File: src/rtl/sccb_pkg.sv
package sccb_pkg;
  localparam int BYTE_W = 8;

  localparam logic [BYTE_W-1:0] OPC_WRITE = 8'h05;
  localparam logic [BYTE_W-1:0] OPC_READ  = 8'h70;
  localparam logic [BYTE_W-1:0] ST_WR_OK  = 8'h04;
  localparam logic [BYTE_W-1:0] ST_RD_OK  = 8'h01;
  localparam logic [BYTE_W-1:0] ST_FAIL   = 8'h80;
  localparam logic [BYTE_W-1:0] EN_KEY    = 8'h1e;

  typedef enum logic [1:0] {REQ_NONE, REQ_WR, REQ_RD} req_e;
  typedef enum logic [2:0] {SRC_ADDR_W, SRC_ADDR_R, SRC_WIDX, SRC_WVAL, SRC_RIDX} src_e;
  typedef enum logic [1:0] {SEG_START, SEG_TX, SEG_RX, SEG_STOP} seg_e;

  typedef struct packed {
    logic              accept;
    logic              load;
    src_e              loadSrc;
    logic              shiftTx;
    logic              shiftRx;
    logic              rxBit;
    logic              finish;
    logic [BYTE_W-1:0] code;
    logic              storeRx;
  } strobe_t;
endpackage

File: src/rtl/sccb_regs.sv
module sccb_regs
  import sccb_pkg::*;
#(
  parameter int AW = 12,
  parameter logic [AW-1:0] BASE = 12'h200
) (
  input  logic              clk,
  input  logic              rstN,
  input  logic [AW-1:0]     hostAddr,
  input  logic              hostWrEn,
  input  logic [BYTE_W-1:0] hostWrData,
  output logic [BYTE_W-1:0] hostRdData,
  input  strobe_t           strb,
  output req_e              opReq,
  output logic              shiftMsb,
  output logic [BYTE_W-1:0] statusOut
);
  localparam logic [AW-1:0] A_OP  = BASE;
  localparam logic [AW-1:0] A_ST  = BASE + AW'(1);
  localparam logic [AW-1:0] A_EN  = BASE + AW'(2);
  localparam logic [AW-1:0] A_SA  = BASE + AW'(3);
  localparam logic [AW-1:0] A_WI  = BASE + AW'(4);
  localparam logic [AW-1:0] A_WV  = BASE + AW'(5);
  localparam logic [AW-1:0] A_RI  = BASE + AW'(8);
  localparam logic [AW-1:0] A_RV  = BASE + AW'(9);

  logic [BYTE_W-1:0] enReg, slaveReg, wIdx, wVal, rIdx, rVal, status, shiftReg;

  // opcode decode; only a recognised byte with the key present counts
  always_comb begin
    opReq = REQ_NONE;
    if (hostWrEn && hostAddr == A_OP && enReg == EN_KEY) begin
      if (hostWrData == OPC_WRITE)     opReq = REQ_WR;
      else if (hostWrData == OPC_READ) opReq = REQ_RD;
    end
  end

  always_ff @(posedge clk or negedge rstN) begin
    if (!rstN) begin
      enReg    <= '0;
      slaveReg <= '0;
      wIdx     <= '0;
      wVal     <= '0;
      rIdx     <= '0;
    end else if (hostWrEn) begin
      case (hostAddr)
        A_EN:    enReg    <= hostWrData;
        A_SA:    slaveReg <= hostWrData;
        A_WI:    wIdx     <= hostWrData;
        A_WV:    wVal     <= hostWrData;
        A_RI:    rIdx     <= hostWrData;
        default: ;
      endcase
    end
  end

  always_ff @(posedge clk or negedge rstN) begin
    if (!rstN) begin
      status <= '0;
      rVal   <= '0;
    end else begin
      if (strb.accept)      status <= '0;
      else if (strb.finish) status <= strb.code;
      if (strb.storeRx)     rVal   <= shiftReg;
    end
  end

  // byte shifter shared by transmit and receive
  always_ff @(posedge clk or negedge rstN) begin
    if (!rstN) begin
      shiftReg <= '1;
    end else if (strb.load) begin
      case (strb.loadSrc)
        SRC_ADDR_W: shiftReg <= {slaveReg[BYTE_W-1:1], 1'b0};
        SRC_ADDR_R: shiftReg <= {slaveReg[BYTE_W-1:1], 1'b1};
        SRC_WIDX:   shiftReg <= wIdx;
        SRC_WVAL:   shiftReg <= wVal;
        default:    shiftReg <= rIdx;
      endcase
    end else if (strb.shiftTx) begin
      shiftReg <= {shiftReg[BYTE_W-2:0], 1'b1};
    end else if (strb.shiftRx) begin
      shiftReg <= {shiftReg[BYTE_W-2:0], strb.rxBit};
    end
  end

  assign shiftMsb  = shiftReg[BYTE_W-1];
  assign statusOut = status;

  always_comb begin
    case (hostAddr)
      A_ST:    hostRdData = status;
      A_EN:    hostRdData = enReg;
      A_SA:    hostRdData = slaveReg;
      A_WI:    hostRdData = wIdx;
      A_WV:    hostRdData = wVal;
      A_RI:    hostRdData = rIdx;
      A_RV:    hostRdData = rVal;
      default: hostRdData = '0;
    endcase
  end


  rx_store_chk: assert property (@(posedge clk) disable iff (!rstN)
    strb.storeRx |-> (strb.finish && strb.code == ST_RD_OK));


  accept_finish_chk: assert property (@(posedge clk) disable iff (!rstN)
    !(strb.accept && strb.finish));
endmodule

File: src/rtl/sccb_ctrl.sv
module sccb_ctrl
  import sccb_pkg::*;
#(
  parameter int CLK_DIV = 4
) (
  input  logic    clk,
  input  logic    rstN,
  input  req_e    opReq,
  input  logic    sdaIn,
  input  logic    shiftMsb,
  output strobe_t strb,
  output logic    sclOut,
  output logic    sdaDriveLow,
  output logic    busy
);
  localparam int DIV_W  = (CLK_DIV > 1) ? $clog2(CLK_DIV) : 1;
  localparam int BITS   = BYTE_W + 1;
  localparam int SEG_W  = 4;
  localparam int BCNT_W = $clog2(BITS + 1);

  logic              isRead, nack;
  logic [SEG_W-1:0]  segIdx, nextSeg, endIdx, stopIdx;
  logic [1:0]        phase;
  logic [BCNT_W-1:0] bitCnt;
  logic [DIV_W-1:0]  divCnt;
  logic              tick, segEnd, nextIsEnd, lastBit;
  seg_e              curKind;

  function automatic seg_e kindOf(input logic rd, input logic [SEG_W-1:0] idx);
    if (!rd) begin
      case (idx)
        4'd0:    return SEG_START;
        4'd4:    return SEG_STOP;
        default: return SEG_TX;
      endcase
    end else begin
      case (idx)
        4'd0, 4'd4: return SEG_START;
        4'd3, 4'd7: return SEG_STOP;
        4'd6:       return SEG_RX;
        default:    return SEG_TX;
      endcase
    end
  endfunction

  function automatic src_e srcOf(input logic rd, input logic [SEG_W-1:0] idx);
    case (idx)
      4'd2:    return rd ? SRC_RIDX : SRC_WIDX;
      4'd3:    return SRC_WVAL;
      4'd5:    return SRC_ADDR_R;
      default: return SRC_ADDR_W;
    endcase
  endfunction

  assign curKind   = kindOf(isRead, segIdx);
  assign endIdx    = isRead ? 4'd8 : 4'd5;
  assign stopIdx   = isRead ? 4'd7 : 4'd4;
  assign tick      = busy && divCnt == '0;
  assign lastBit   = bitCnt == BCNT_W'(BITS - 1);
  assign segEnd    = phase == 2'd3 &&
                     ((curKind == SEG_START || curKind == SEG_STOP) || lastBit);
  assign nextSeg   = (curKind == SEG_TX && nack) ? stopIdx : segIdx + 4'd1;
  assign nextIsEnd = nextSeg == endIdx;

  always_ff @(posedge clk or negedge rstN) begin
    if (!rstN) begin
      busy   <= 1'b0;
      isRead <= 1'b0;
      nack   <= 1'b0;
      segIdx <= '0;
      phase  <= '0;
      bitCnt <= '0;
      divCnt <= '0;
    end else if (!busy) begin
      if (opReq != REQ_NONE) begin
        busy   <= 1'b1;
        isRead <= opReq == REQ_RD;
        nack   <= 1'b0;
        segIdx <= '0;
        phase  <= '0;
        bitCnt <= '0;
        divCnt <= DIV_W'(CLK_DIV - 1);
      end
    end else if (!tick) begin
      divCnt <= divCnt - 1'b1;
    end else begin
      divCnt <= DIV_W'(CLK_DIV - 1);
      phase  <= phase + 2'd1;
      if (phase == 2'd2 && curKind == SEG_TX && lastBit && sdaIn) nack <= 1'b1;
      if (phase == 2'd3) begin
        if (segEnd) begin
          segIdx <= nextSeg;
          bitCnt <= '0;
          if (nextIsEnd) busy <= 1'b0;
        end else begin
          bitCnt <= bitCnt + 1'b1;
        end
      end
    end
  end

  always_comb begin
    strb         = '0;
    strb.accept  = !busy && opReq != REQ_NONE;
    strb.load    = tick && segEnd && !nextIsEnd && kindOf(isRead, nextSeg) == SEG_TX;
    strb.loadSrc = srcOf(isRead, nextSeg);
    strb.shiftTx = tick && phase == 2'd3 && curKind == SEG_TX && !lastBit;
    strb.shiftRx = tick && phase == 2'd2 && curKind == SEG_RX && !lastBit;
    strb.rxBit   = sdaIn;
    strb.finish  = tick && segEnd && nextIsEnd;
    strb.code    = nack ? ST_FAIL : (isRead ? ST_RD_OK : ST_WR_OK);
    strb.storeRx = strb.finish && isRead && !nack;
  end

  // bus waveform per segment and quarter-phase
  always_comb begin
    sclOut      = 1'b1;
    sdaDriveLow = 1'b0;
    if (busy) begin
      case (curKind)
        SEG_START: begin
          sclOut      = phase < 2'd2;
          sdaDriveLow = phase != 2'd0;
        end
        SEG_STOP: begin
          sclOut      = phase != 2'd0;
          sdaDriveLow = phase < 2'd2;
        end
        SEG_TX: begin
          sclOut      = phase == 2'd1 || phase == 2'd2;
          sdaDriveLow = !lastBit && !shiftMsb;
        end
        default: begin
          sclOut      = phase == 2'd1 || phase == 2'd2;
          sdaDriveLow = 1'b0;
        end
      endcase
    end
  end


  sda_hold_chk: assert property (@(posedge clk) disable iff (!rstN)
    (busy && $past(busy) && (curKind == SEG_TX || curKind == SEG_RX) && sclOut && $past(sclOut))
      |-> sdaDriveLow == $past(sdaDriveLow));


  bus_idle_chk: assert property (@(posedge clk) disable iff (!rstN)
    !busy |-> (sclOut && !sdaDriveLow));


  mode_hold_chk: assert property (@(posedge clk) disable iff (!rstN)
    (busy && $past(busy)) |-> ($stable(isRead) && !strb.accept));


  strobe_excl_chk: assert property (@(posedge clk) disable iff (!rstN)
    $onehot0({strb.load, strb.shiftTx, strb.shiftRx}));


  rx_mode_chk: assert property (@(posedge clk) disable iff (!rstN)
    strb.shiftRx |-> isRead);
endmodule

File: src/rtl/sccb_engine.sv
module sccb_engine
  import sccb_pkg::*;
#(
  parameter int AW = 12,
  parameter logic [AW-1:0] BASE = 12'h200,
  parameter int CLK_DIV = 4
) (
  input  logic              clk,
  input  logic              rstN,
  input  logic [AW-1:0]     hostAddr,
  input  logic              hostWrEn,
  input  logic [BYTE_W-1:0] hostWrData,
  output logic [BYTE_W-1:0] hostRdData,
  output logic              sclOut,
  output logic              sdaDriveLow,
  input  logic              sdaIn
);
  strobe_t           strb;
  req_e              opReq;
  logic              shiftMsb, busy;
  logic [BYTE_W-1:0] statusOut;

  sccb_regs #(.AW(AW), .BASE(BASE)) regsI (
    .clk(clk), .rstN(rstN), .hostAddr(hostAddr), .hostWrEn(hostWrEn),
    .hostWrData(hostWrData), .hostRdData(hostRdData), .strb(strb),
    .opReq(opReq), .shiftMsb(shiftMsb), .statusOut(statusOut)
  );

  sccb_ctrl #(.CLK_DIV(CLK_DIV)) ctrlI (
    .clk(clk), .rstN(rstN), .opReq(opReq), .sdaIn(sdaIn), .shiftMsb(shiftMsb),
    .strb(strb), .sclOut(sclOut), .sdaDriveLow(sdaDriveLow), .busy(busy)
  );


  busy_status_chk: assert property (@(posedge clk) disable iff (!rstN)
    busy |-> statusOut == '0);


  done_code_chk: assert property (@(posedge clk) disable iff (!rstN)
    ($past(busy) && !busy) |-> statusOut != '0);
endmodule

File: config.mk
export PLATFORM = sky130hd
export DESIGN_NAME = sccb_engine
export DESIGN_NICKNAME = d
export VERILOG_FILES = /design/src/rtl/sccb_pkg.sv /design/src/rtl/sccb_regs.sv /design/src/rtl/sccb_ctrl.sv /design/src/rtl/sccb_engine.sv
export SDC_FILE = /design/constraint.sdc
export NUM_CORES = 1
export LEC_CHECK = 0
export CORE_AREA = 2 2 77 108
export CTS_CLUSTER_DIAMETER = 200
export DETAILED_ROUTE_END_ITERATION = 8
export DIE_AREA = 0 0 79 110
export PLACE_DENSITY_LB_ADDON = 0.12
export SLEW_MARGIN = 15
export SYNTH_ARGS = -nofsm -noshare
export SYNTH_HDL_FRONTEND = slang
export SYNTH_SLANG_ARGS = --single-unit
File: constraint.sdc
create_clock -name clk -period 5.15 [get_ports clk]
set_input_delay 1.03 -clock clk [delete_from_list [all_inputs] [get_ports clk]]
set_output_delay 1.03 -clock clk [all_outputs]
set_load 0.005 [all_outputs]
# Word-level counts from Yosys, hierarchy flattened
# Index checks and enable logic that the tools add are counted.
# word_totals
register_bits	79
wordCells	165
rom_bits	0
mem_count	0
output_inout_bits	10
latchBits	0
input_bits	24
ram_bits	0
# op_classes
n_eq_ne	38
n_shift	0
n_lt_le_gt_ge	1
n_reduce_logical	54
add_sub_neg	4
n_mux	52
n_mul	0
n_div	0
n_bitwise	1
# ops
operator	n
$eq 12x10->1 const B	8
$pmux 8 s7	1
$mux 8	6
$mux 4	11
$pmux 8 s4	1
$eq 4x3->1 const B	7
$mux 2	12
$logic_and 1x1->1	22
$reduce_and 2->1	7
$eq 4x2->1 const B	3
$mux 1	12
$pmux 2 s3	2
$eq 2x2->1 const B	5
$pmux 3 s3	1
$add 4x1->4 const B	2
$eq 8x3->1 const B	1
$eq 8x5->1 const B	1
$eq 8x7->1 const B	1
$logic_not 4->1	2
$ne 2x2->1 const B	4
$pmux 2 s2	2
$reduce_bool 2->1	4
$reduce_or 2->1	4
$eq 2x1->1 const B	3
18 further kinds	28

# Depth between registers and ports, before layout
# logic_depth
depth_word	14
mapped_depth	13
mapped_depth_nobuf	12

# Hierarchy
# Synthesis repeated with hierarchy kept, for this count alone.
# unflattened
hier_cells	454
area_unflattened_um2	4774.6
# by_module_without_submodules
mod	seq_area_each_um2	area_each_um2	cells_each	n_inst
sccb_regs	1611.5	3459.6	301	1
sccb_ctrl	375.4	1315.0	153	1

# Worst setup path before layout
# OpenSTA, ideal clock, no wires.
# synth_timing
kind	input to output
startpoint	in hostAddr[5]
endpoint	out hostRdData[1]
setup_slack_ns	1.399
t_required_ns	4.120
arrival_ns	2.721
stages	5
path_buffers	0
cell_sequence	or4_1 or2_2 nor3_1 a22oi_1 nand3_1
# synth_via
elab_chain_len	2
elab_cells_between_ends	8
cone_classes	eq/ne: 7; mux: 1
# synth_rtl
item	line_no	text
from (decl)	sccb_engine.sv:10	input logic [AW-1:0] hostAddr,
$eq 12x10->1	sccb_regs.sv:91	case (hostAddr)
$pmux 8 s7 *	sccb_regs.sv:91	
to (decl)	sccb_engine.sv:13	output logic [BYTE_W-1:0] hostRdData,
# Every way passes the cells marked *; elsewhere a longest branch is shown, timed or not.

# Worst setup path in the final report
# layout_timing
startpoint	in hostAddr[8]
endpoint	out hostRdData[7]
# Same word-level chain as after synthesis.

==> run metrics <==
status=completed; RSZ-0062 raised after global routing=false; TritonCTS Buffers=9; WP data required=4.12 ns; cell breakdown of the critical path=clkdlybuf4s50_1, or4b_4, or4_4, nor2_2, a22oi_1, nand3_1, clkdlybuf4s50_1; Final min period=around 4.8 ns; CP peak stage delay=0.55 ns; period utilization=0.924; met3 usage=0.0594; largest family of logic cells by synthesized area=multiplexers; vias in the first global route=3309; Synth top area share=0.392; H-tree depth=3; top_reg_cell synth=dfrtp_1; XOR/XNOR Fraction of Synth Area=0.00415; placed cells=514; leakage=about 2.2 nW; worst slew margin relative to its limit=0.352; DR pass1 iterations=4; Max-Cap Viols=0; CTS tree=yes; unique cell type count in the Yosys netlist=60; first-pass GRT wire length=around 17000 µm; vias=roughly 3200; total grt overflow=0; Via density=around 6; drt wl/cell=~20 µm; met2 usage=0.459; post-synthesis adder-cell area fraction=0.0415; worst-margin pin slew=0.969 ns; cell family with most CP delay=simple AND/OR/NAND/NOR gates; Yosys reg bits=between 70 and 80; DRC viols=0; Final Non-Filler Cells=530; CP arrival=approximately 3.7 ns; Most Frequent Cell on Critical Path=clkdlybuf4s50_1; Post-synth EDFFs=0; grt met1 use=0.299; DP Wirelength=between 7000 and 8000 µm; setup TNS=0 ns; final setup vio count=0; PostCTS Resize Cnt=0; slowest stage cell, crit path=or4b_4; simple-gate portion of the synthesized area=0.149; asr flop ratio synth=1.00; dpl cell area=between 0.004 and 0.005 mm²; syn avg cell area=roughly 11 µm²; area of the die=just under 0.009 mm²; clk slew on worst S/H paths=around 0.070 ns; Mapped Area=approximately 0.0042 mm²; largest net degree at the start of global routing=75; Seq/Total Area, Yosys=0.442; Max Slew Vio Count=0; initial antenna violation count=0; # fillers=approximately 660; Synthesized Nets=about 430; Final ANT Viol Nets=0; worst clock skew=roughly 0.011 ns; leading area contributor after synthesis=dfrtp_1; clock latency on the worst-skew pair=0.36 ns; # rows=38; multi-input logic area=0.00224 mm²; CP Max Fanout=9; Final Cell Area=slightly below 0.005 mm²; Initial Utilization=0.547; register area=between 0.0015 and 0.002 mm²; Inserted Diodes=0; crit path launch type=input pin; Peak Freq=210 MHz; postcts setup bufs=0; port bufs=33; post-synthesis compound-gate area fraction=0.130; top cells by area, synth=dfrtp_1, mux2_2, mux2i_1; mux share of post-synthesis cell area=0.205; CP Capture Type=primary output; Power Density=between 200 and 250 mW/mm²; clock sink count=between 70 and 80; Fin. Hold Viols=0; DR iter-0 viols=173; Synth Instances=387; Placeable Area=~0.0077 mm²; Yosys warning count=0; # IOs=34; Layout Nets=~460; Worst Setup Path Type=in -> out; clk root buf=clkbuf_8; CTS max path bufs=2; final wirelength=10500 µm; most common cell after layout, fill and taps aside=dfrtp_1; Die W=79 µm; WP buf/inv=2; peak supply drop=about 190 µV; Die Height=110 µm; Area Overhead vs Synth=15.3%; gpl congestion=between 0.8 and 0.9; GR Util All Layers=0.258; hold_buf cts=0; most frequent cells in the layout=dfrtp_1, mux2_2, clkdlybuf4s50_1; min-delay worst type=reg -> reg; layer carrying the most global-route usage=met2; share of cells above drive strength 1=0.226
logic make-up after synthesis:
logic type | count (synthesis)
xor+xnor | 2
flops | 74
mux | 80
fa+ha+maj | 14
buf+inv | 30
simple gates | 107
compound gates | 80
cells in the mapped netlist, drive strengths merged (2+ instances only):
| cell type | n |
|---|---|
| dfrtp | 66 |
| mux2 | 50 |
| mux2i | 30 |
| a22oi | 25 |
| nand3 | 23 |
| nand2 | 22 |
| nor2 | 18 |
| a21oi | 16 |
| inv | 16 |
| ha | 14 |
| o21ai | 13 |
| clkbuf | 9 |
| dfstp | 8 |
| nor3 | 6 |
| buf | 5 |
| nor2b | 5 |
| nand2b | 4 |
| nor4b | 4 |
| a22o | 3 |
| a31oi | 3 |
| nand3b | 3 |
| nor3b | 3 |
| o211ai | 3 |
| or2 | 3 |
| or4b | 3 |
| a211o | 2 |
| a211oi | 2 |
| nand4 | 2 |
| nor4 | 2 |
| nor4bb | 2 |
| or4 | 2 |
state kept, by name (all words and copies together), names as in the netlist, 2 cells and up:
signal,flops
regsI.wIdx,8
regsI.rVal,8
ctrlI.phase,2
regsI.wVal,8
regsI.statusOut,3
ctrlI.bitCnt,4
regsI.slaveReg,8
ctrlI.divCnt,2
regsI.shiftReg,8
regsI.rIdx,8
regsI.enReg,8
ctrlI.segIdx,4
area by class of cell:
cell class | instances | area share
tap | 100 | 0.0257
clock inverter | 3 | 0.00823
inverter | 16 | 0.0123
sequential | 74 | 0.383
clock buffer | 13 | 0.0306
multi-input combinational | 283 | 0.461
timing repair buffer | 41 | 0.0798
path summary, 6_finish.rpt:
check                                      from         endpoint  slack (ns)  cells past startpoint
worst max register to register  ctrlI.segIdx[0]    regsI.rVal[5]        0.94                     10
worst min-delay path            ctrlI.bitCnt[3]  ctrlI.bitCnt[3]        0.49                      1
min in group asynchronous                  rstN  ctrlI.segIdx[1]        0.81                      1
worst max-delay path                hostAddr[8]    hostRdData[7]        0.39                      7
worst min register to register  ctrlI.bitCnt[3]  ctrlI.bitCnt[3]        0.49                      1
max in group asynchronous                  rstN    regsI.wVal[2]        3.73                      1
per-layer routing:
metal,vias to the layer above,routed length (µm)
met4,0,208
li1,1518,-
met5,-,0
met1,1620,4180
met3,25,536
met2,80,5550
through the flow:
step,setup slack (ns),utilization,hold slack (ns),total power [mW]
floorplan,1.40,-,0.436,0.605
global placement,0.373,0.607,0.456,0.642
detailed placement,0.375,0.607,0.466,0.643
CTS,0.377,0.631,0.486,1.08
global route,0.273,0.631,0.521,1.11
finish,0.389,0.631,0.486,1.07
worst reg2reg max path: stages, from the launching register on:
cell and delay, ns:
dfrtp_1 0.85, ha_1 0.33, a21oi_1 0.06, a211oi_1 0.53
inv_1 0.13, ha_1 0.29, a211o_1 0.33, o32ai_1 0.23
o311a_1 0.32, nor3b_4 0.61, mux2_2 0.41
power by group:
group	total (mW)	internal [mW]	switching (mW)
clock network	0.443	0.236	0.207
logic	0.0473	0.0202	0.0271
registers	0.584	0.583	0.00112
Note: power is estimated with default switching activity, not from simulation.
